File: config.mk
export PLATFORM = sky130hd
export DESIGN_NAME = adc_pack_top
export DESIGN_NICKNAME = d
export VERILOG_FILES = /design/src/rtl/adc_pack_pkg.sv /design/src/rtl/adc_half_fmt.sv /design/src/rtl/adc_word_builder.sv /design/src/rtl/adc_loss_hold.sv /design/src/rtl/adc_pack_top.sv
export SDC_FILE = /design/constraint.sdc
export NUM_CORES = 1
export LEC_CHECK = 0
export BUFFER_PORTS_ARGS = -buffer_cell sky130_fd_sc_hd__clkbuf_2
export CAP_MARGIN = 20
export CELL_PAD_IN_SITES_DETAIL_PLACEMENT = 0
export CELL_PAD_IN_SITES_GLOBAL_PLACEMENT = 1
export CORE_ASPECT_RATIO = 0.9
export CORE_MARGIN = 8
export CORE_UTILIZATION = 41
export DETAILED_ROUTE_END_ITERATION = 8
export PLACE_DENSITY = 0.85
export REMOVE_ABC_BUFFERS = 1
export SETUP_SLACK_MARGIN = 0.4
export SLEW_MARGIN = 10
export SYNTH_ARGS = -nofsm -noshare
export SYNTH_HDL_FRONTEND = slang
export SYNTH_SLANG_ARGS = --single-unit
File: constraint.sdc
create_clock -name clk -period 2.49 [get_ports clk]
set_input_delay 0.249 -clock clk [delete_from_list [all_inputs] [get_ports clk]]
set_output_delay 0.249 -clock clk [all_outputs]
set_load 0.005 [all_outputs]
File: src/rtl/adc_pack_pkg.sv
package adc_pack_pkg;
  localparam int HALF_W   = 16;
  localparam int WORD_W   = 2 * HALF_W;
  localparam int OVR_BIT  = 12;
  localparam int THU_BIT  = 13;
  localparam int LOSS_BIT = 14;
  localparam int NUM_CH   = 2;

  typedef logic [HALF_W-1:0] half_t;
  typedef logic [WORD_W-1:0] word_t;

  function automatic half_t tag_loss(input half_t h, input logic loss);
    half_t r;
    r = h;
    r[LOSS_BIT] = loss;
    return r;
  endfunction
endpackage

File: src/rtl/adc_half_fmt.sv
module adc_half_fmt
  import adc_pack_pkg::*;
#(
  parameter int SMP_W = 12
) (
  input  logic [SMP_W-1:0] smp,
  input  logic             ovr,
  input  logic             thu,
  output half_t            half_o
);
  always_comb begin
    half_o = '0;
    half_o[SMP_W-1:0] = smp;
    half_o[OVR_BIT]   = ovr;
    half_o[THU_BIT]   = thu;
  end
endmodule

File: src/rtl/adc_word_builder.sv
module adc_word_builder
  import adc_pack_pkg::*;
(
  input  logic  clk,
  input  logic  rst,
  input  logic  mode_cfg,
  input  half_t half_a,
  input  half_t half_b,
  input  logic  buf_full,
  output logic  wr_en,
  output word_t wr_data,
  output logic  drop_o,
  output logic  pend_o,
  output logic  mode_o
);
  logic  phase_q;
  logic  mode_q;
  logic  pend_q;
  half_t lo_q;

  logic  discard;
  logic  mode_eff;
  logic  done;
  logic  capture;
  word_t word;
  half_t a_tag;
  half_t b_tag;

  always_comb begin
    a_tag    = tag_loss(half_a, pend_q);
    b_tag    = tag_loss(half_b, pend_q);
    discard  = phase_q && mode_cfg;
    mode_eff = phase_q ? mode_q : mode_cfg;
    done     = 1'b0;
    capture  = 1'b0;
    word     = '0;
    if (discard) begin
      done = 1'b0;
    end else if (mode_eff) begin
      done = 1'b1;
      word = {b_tag, a_tag};
    end else if (phase_q) begin
      done = 1'b1;
      word = {tag_loss(half_a, 1'b0), lo_q};
    end else begin
      capture = 1'b1;
    end
  end

  always_ff @(posedge clk) begin
    if (rst) begin
      phase_q <= 1'b0;
      mode_q  <= 1'b0;
      pend_q  <= 1'b0;
      lo_q    <= '0;
      wr_en   <= 1'b0;
      wr_data <= '0;
    end else begin
      wr_en  <= done && !buf_full;
      mode_q <= discard ? mode_cfg : mode_eff;
      if (done && !buf_full) wr_data <= word;
      if (done) pend_q <= buf_full;
      if (capture) lo_q <= a_tag;
      phase_q <= capture;
    end
  end

  assign drop_o = done && buf_full;
  assign pend_o = pend_q;
  assign mode_o = mode_q;
endmodule

File: src/rtl/adc_loss_hold.sv
module adc_loss_hold #(
  parameter int HOLD_CYCLES = 10_000_000
) (
  input  logic clk,
  input  logic rst,
  input  logic drop,
  output logic led
);
  localparam int CNT_W = $clog2(HOLD_CYCLES + 1);
  localparam logic [CNT_W-1:0] HOLD_LD = CNT_W'(HOLD_CYCLES);

  logic [CNT_W-1:0] cnt_q;

  always_ff @(posedge clk) begin
    if (rst) begin
      cnt_q <= '0;
      led   <= 1'b0;
    end else if (drop) begin
      cnt_q <= HOLD_LD;
      led   <= 1'b1;
    end else begin
      if (cnt_q != '0) cnt_q <= cnt_q - 1'b1;
      led <= (cnt_q > CNT_W'(1));
    end
  end
endmodule

File: src/rtl/adc_pack_top.sv
module adc_pack_top
  import adc_pack_pkg::*;
#(
  parameter int SMP_W       = 12,
  parameter int HOLD_CYCLES = 10_000_000
) (
  input  logic             clk,
  input  logic             rst,
  input  logic             two_ch_cfg,
  input  logic [SMP_W-1:0] cha_smp,
  input  logic             cha_ovr,
  input  logic             cha_thu,
  input  logic [SMP_W-1:0] chb_smp,
  input  logic             chb_ovr,
  input  logic             chb_thu,
  input  logic             buf_full,
  output logic             wr_en,
  output logic [31:0]      wr_data,
  output logic             loss_led
);
  logic [SMP_W-1:0] smp_arr [NUM_CH];
  logic             ovr_arr [NUM_CH];
  logic             thu_arr [NUM_CH];
  half_t            half_arr[NUM_CH];

  logic drop_w;
  logic pend_w;
  logic mode_w;

  assign smp_arr[0] = cha_smp;
  assign smp_arr[1] = chb_smp;
  assign ovr_arr[0] = cha_ovr;
  assign ovr_arr[1] = chb_ovr;
  assign thu_arr[0] = cha_thu;
  assign thu_arr[1] = chb_thu;

  for (genvar g = 0; g < NUM_CH; g++) begin : g_fmt
    adc_half_fmt #(.SMP_W(SMP_W)) u_fmt (
      .smp    (smp_arr[g]),
      .ovr    (ovr_arr[g]),
      .thu    (thu_arr[g]),
      .half_o (half_arr[g])
    );
  end

  adc_word_builder u_build (
    .clk      (clk),
    .rst      (rst),
    .mode_cfg (two_ch_cfg),
    .half_a   (half_arr[0]),
    .half_b   (half_arr[1]),
    .buf_full (buf_full),
    .wr_en    (wr_en),
    .wr_data  (wr_data),
    .drop_o   (drop_w),
    .pend_o   (pend_w),
    .mode_o   (mode_w)
  );

  adc_loss_hold #(.HOLD_CYCLES(HOLD_CYCLES)) u_hold (
    .clk  (clk),
    .rst  (rst),
    .drop (drop_w),
    .led  (loss_led)
  );
endmodule

==> Word level (Yosys, flattened, before mapping) <==
Cells that the tools add are included.
{ "totals": {"ff_bits": 76, "mem_count": 0, "elab_cells": 32, "mem_bits_ro": 0, "ramBits": 0, "latchBits": 0, "in_bits": 32} }
{ "classes": {"bitwise_logic": 0, "addsub": 1, "n_shift": 0, "div": 0, "order_cmp": 1, "n_mul": 0, "reduce_logical": 7, "muxes": 14, "n_eq_ne": 0} }
{ "ops": {"columns": ["op", "count"], "rows": [
  ["32-bit two-way mux", 2],
  ["24-bit two-way mux", 2],
  ["30-bit two-way mux", 1],
  ["24-bit by 1-bit greater-than comparator with 1-bit output (second input constant)", 1],
  ["24-bit nonzero test", 1],
  ["24-bit by 1-bit subtractor with 24-bit output (second input constant)", 1],
  ["1-bit two-way mux", 9],
  ["1-bit logical AND", 3],
  ["2-bit nonzero test", 1],
  ["2-bit OR reduction", 1],
  ["1-bit zero test", 1]
]} }

==> Depth between registers and ports, before layout <==
{ "logic_depth": {"depth_word": 5, "depth_mapped": 7, "mapped_depth_nobuf": 6} }

==> Hierarchy <==
Synthesis repeated with hierarchy kept, for this count alone.
{ "unflattened": {"cells_unflattened": 393, "area_unflattened_um2": 3798.6} }
{ "by_module_without_submodules": {"columns": ["module", "n_inst", "cells_each", "seq_area_each_um2", "area_each_um2"], "rows": [
  ["adc_word_builder", 1, 201, 1041.0, 2210.9],
  ["adc_loss_hold", 1, 158, 500.5, 1340.0],
  ["adc_half_fmt", 2, 17, 0.0, 123.9]
]} }

==> Worst setup path after synthesis <==
No wires, ideal clock.
{ "synth_timing": {"path_type": "register -> register", "from": "register u_hold.cnt_q[3]", "to": "register u_hold.cnt_q[17]", "n_path_buf": 3, "path_stages_with_launch": 8, "t_arrival_ns": 2.225, "t_required_ns": 2.418, "period_less_slack_ns": 2.297, "slack_ns": 0.193, "path_cell_list": "dfxtp_1 buf_6 or4_4 buf_6 or4_4 buf_6 a2111oi_2 mux2i_1"} }
{ "synth_via": {"elab_chain_cells": 1, "word_cells_on_any_way": 2, "cone_classes": "add/sub: 1; reduce/logical: 1"} }
{ "synth_lines": {"columns": ["item", "line", "source"], "rows": [
  ["start, declared", "adc_loss_hold.sv:12", "logic [CNT_W-1:0] cnt_q;"],
  ["start signal, assigned", "adc_loss_hold.sv:22", "if (cnt_q != '0) cnt_q <= cnt_q - 1'b1;"],
  ["24-bit by 1-bit subtractor with 24-bit output / 24-bit nonzero test (equally long branches)", "adc_loss_hold.sv:22", null]
]} }
Parallel ways exist; a longest one is shown, timed or not.
A chain may end at the register's enable or synchronous reset.

==> Final worst setup path <==
{ "layout_timing": {"from": "register u_hold.cnt_q[4]", "to": "register u_hold.cnt_q[17]"} }
Same word-level chain as after synthesis.

==> metrics.md <==
| Metric | Value |
|---|---|
| Main synth FF type | dfxtp_1 |
| Leakage | 1.75 nW |
| Crit Reg-Reg Startpoint | u_hold.cnt_q[4] |
| Max Root-Sink Buffers | 2 |
| Worst Setup Slack, final | 0.373 ns |
| Via Count | 3224 |
| Internal reg-to-reg setup slack | 0.37 ns |
| Hold Path Cell Cnt | 3 |
| Final Non-Filler Cells | 561 |
| Final core occ | 50.7% |
| Maxcap violations | 0 |
| Post-Synth Adder-Cell Area | 1.80% |
| GRT overflow | 0 |
| Root Buffer | clkbuf_8 |
| Crit path max-delay family | simple AND/OR/NAND/NOR gates |
| Power Density | 981 nW/µm² |
| Initial antenna violation count | 0 |
| Final Hold Vio Count | 0 |
| Clock Power Share | 21.2% |
| Vias per cell | 5.75 |
| Routability Congestion | 0.862 |
| Global Route Usage Sum | 16.5% |
| # rows | 32 |
| WS Path Type | reg2reg |
| Placed Cells | 535 |
| Critical-path maximum fanout | 5 |
| Die span in y | 103 µm |
| Startpoint type of the worst setup path | flop |
| WP data required | 2.78 ns |
| DIE AREA | 11700 µm² |
| Number of buffers created by CTS | 9 |
| Relative slew slack | 56.8% |
| # IOs | 66 |
| Drt drc | 0 |
| Least-Margin Pin Slew | 0.647 ns |
| Worst-path cell chain | or4_4 > or4_4 > buf_6 > a2111oi_4 > mux2i_1 |
| Post-synthesis compound-gate area fraction | 24.2% |
| Final Skew | 0.0127 ns |
| Fillers | 810 |
| Dpl cell area | 3920 µm² |
| Largest net degree at the start of global routing | 32 |
| Core area | 8410 µm² |
| Nets@finish | 491 |
| Inserted Diodes | 0 |
| Int Power | 2.52 mW |
| HP Start | cha_smp[2] |
| CP peak stage delay | 0.58 ns |
| Register area share after synthesis | 42.7% |
| Chip Width | 113 µm |
| 1st-pass router iterations | 4 |
| Fin crit period | 2.12 ns |
| Drt first-iter violations | 182 |
| Psw | 1.67 mW |
| Avg Synthesized Cell Area | 9.06 µm² |
| HPWL after detailed placement | 6310 µm |
| RSZ-0062 raised after global routing | yes |
| #FFs+latches synth | 74 |
| YS warnings | 0 |
| Netlist cell types | 50 |
| Worst EP arrival | 2.40 ns |
| Setup-failing EPs final | 0 |
| Final Max Slew Viols | 0 |
| Crit path from | u_hold.cnt_q[4] |
| Share of total power in sequential cells | 36.7% |
| Critical-path top delay cell | or4_4 |
| Switching Share | 39.8% |
| Clk pin slew, worst setup/hold paths | 0.09 ns |
| Port bufs | 63 |
| Fmax | 472 MHz |
| Mux share of post-synthesis cell area | 6.38% |
| Final wirelength | 9500 µm |
| DP Worst Slack | 0.166 ns |
| Mapped Area | 3470 µm² |
| Async SR Flop Fraction | 0% |
| Largest family of logic cells by synthesized area | compound AO/OA/AOI/OAI gates |
| Post-synth EDFFs | 0 |
| H-tree levels | 3 |
| Reg-to-Reg End | u_hold.cnt_q[17] |
| Worst-skew pair later-pin latency | 0.36 ns |
| CP Depth | 5 |
| Clock sink total | 74 |
| CTS tree | yes |
| Area share of and/or/nand/nor cells after synthesis | 20.0% |
| Initial core utilization | 41.3% |
| R2R cell count | 5 |
| Most used cell, CP | or4_4 |
| Crit end category | flop |
| WHS Endpoint | u_build.lo_q[2] |
| Global-route wire length before repair | 15500 µm |
| Mapped Cells | 383 |
| Area Overhead vs Synth | 23.0% |
| Comb pwr share | 42.1% |
| Cts hold-fix bufs | 0 |
| Final cycle utilization of the critical path | 85.0% |
| Hold WC Path Type | in2reg |
| Vias in the first global route | 3133 |
| Worst Path Buf+Inv | 1 |
| XOR/XNOR share of the synthesized area | 0% |
| Final ANT Viol Nets | 0 |
| Outcome | completed |
| Sum Neg Setup Slack | 0 ns |
| Finished Cell Area | 4270 µm² |
| Max VDD drop | 0.580 mV |
| WL/cell | 16.9 µm |
| Share of layout cells above drive strength 1 | 29.0% |
worst register-to-register path: stages, from the launching register on:
cell and delay [ns]:
dfxtp_4 0.35, or4_4 0.51, or4_4 0.58, buf_6 0.16, a2111oi_4 0.22, mux2i_1 0.23
repair_timing:
item,in CTS,in global routing
pin swaps,7,1
gates resized for setup,15,8
buffers inserted,8,2
endpoints found under the setup margin,10,14
hold endpoints to repair,0,0
flip-flops by register name, summed over array words and instances, names as in the netlist:
signal,cells
u_build.pend_o,1
u_build.phase_q,1
u_hold.led,1
u_build.wr_data,30
u_build.wr_en,1
u_build.mode_o,1
u_build.lo_q,15
u_hold.cnt_q,24
layer usage:
metal | GRT usage, % | share of wire (%) | vias up
met5 | 0 | 0 | -
met2 | 27.1 | 47 | 79
met4 | 5.32 | 1.3 | 0
met1 | 20.1 | 45 | 1547
met3 | 5.46 | 6.5 | 10
li1 | - | - | 1588
synthesized netlist by cell type (6+ instances only):
library cell  count  area share (%)
nor3_1           13             1.9
dfxtp_1          74              43
nand3_1           6            0.87
mux2i_1          21             6.1
a21oi_1          12             1.7
a22oi_1          29             6.3
nor4_1            8             1.4
nand2b_1          9             1.6
a22o_1           29             7.3
nor2_1           56             6.1
nand2_1          14             1.5
or4_1             8             1.7
clkbuf_1         22             2.4
cell usage in the layout (no fill, tap or decap), drive strengths merged, types with 2 or more instances in the layout:
cell type  instances
nand2b             9
o21ai              8
nand4              2
ha                 5
nor4               9
a21boi             2
a211oi             2
a22o              29
a211o              3
dfxtp             74
clkinvlp           3
o211ai             2
or3                5
inv                9
nor3              15
nor2              56
nand2             14
a21oi             12
o31ai              5
buf               27
a22oi             29
a31oi              5
nor2b              3
mux2i             21
clkbuf            72
a2111oi            4
or4               10
conb               2
nor4b              2
nand3              6
kinds of logic (layout without fill, tap and decap cells):
logic type | count (synthesis) | in the layout
and+or+nand+nor | 135 | 135
muxes | 22 | 22
buffers and inverters | 36 | 111
DFF | 74 | 74
other | 1 | 2
adders and majority gates | 5 | 5
AOI/OAI and AO/OA | 110 | 110
how the worst max path moves through the flow:
| stage | to | slack (ns) |
|---|---|---|
| 3_5_place_dp | u_hold.cnt_q[21] | 0.17 |
| 2_1_floorplan | u_build.wr_data[30] | -0.22 |
| 4_1_cts | u_hold.cnt_q[21] | 0.38 |
| 5_1_grt | u_hold.cnt_q[17] | 0.31 |
| 3_3_place_gp | u_hold.cnt_q[17] | 0.22 |
| 6_report | u_hold.cnt_q[17] | 0.37 |
final cells by class:
type,instances,area [µm²],share of cell area [%]
Clock buffer,9,124,2.90
Clock inverter,7,60.1,1.41
Inverter,5,18.8,0.440
Multi-Input combinational cell,274,1910,44.7
Sequential cell,74,1490,35.0
Tap cell,102,128,2.99
Timing Repair Buffer,90,534,12.5
power groups by stage:
stage	Combinational [mW]	Clock, mW	Sequential (mW)
2_1_floorplan	0.956	0	1.50
3_3_place_gp	1.41	0	1.53
3_5_place_dp	1.44	0	1.55
4_1_cts	1.66	0.908	1.52
5_1_grt	1.92	0.962	1.56
6_report	1.76	0.885	1.54
metrics by stage:
stage / hold slack [ns] / power, mW
floorplan: 0.318 / 2.45
global placement: 0.465 / 2.94
detailed placement: 0.480 / 2.98
CTS: 0.151 / 4.08
global route: 0.181 / 4.44
finish: 0.156 / 4.19
(Power assumes the default switching activity.)
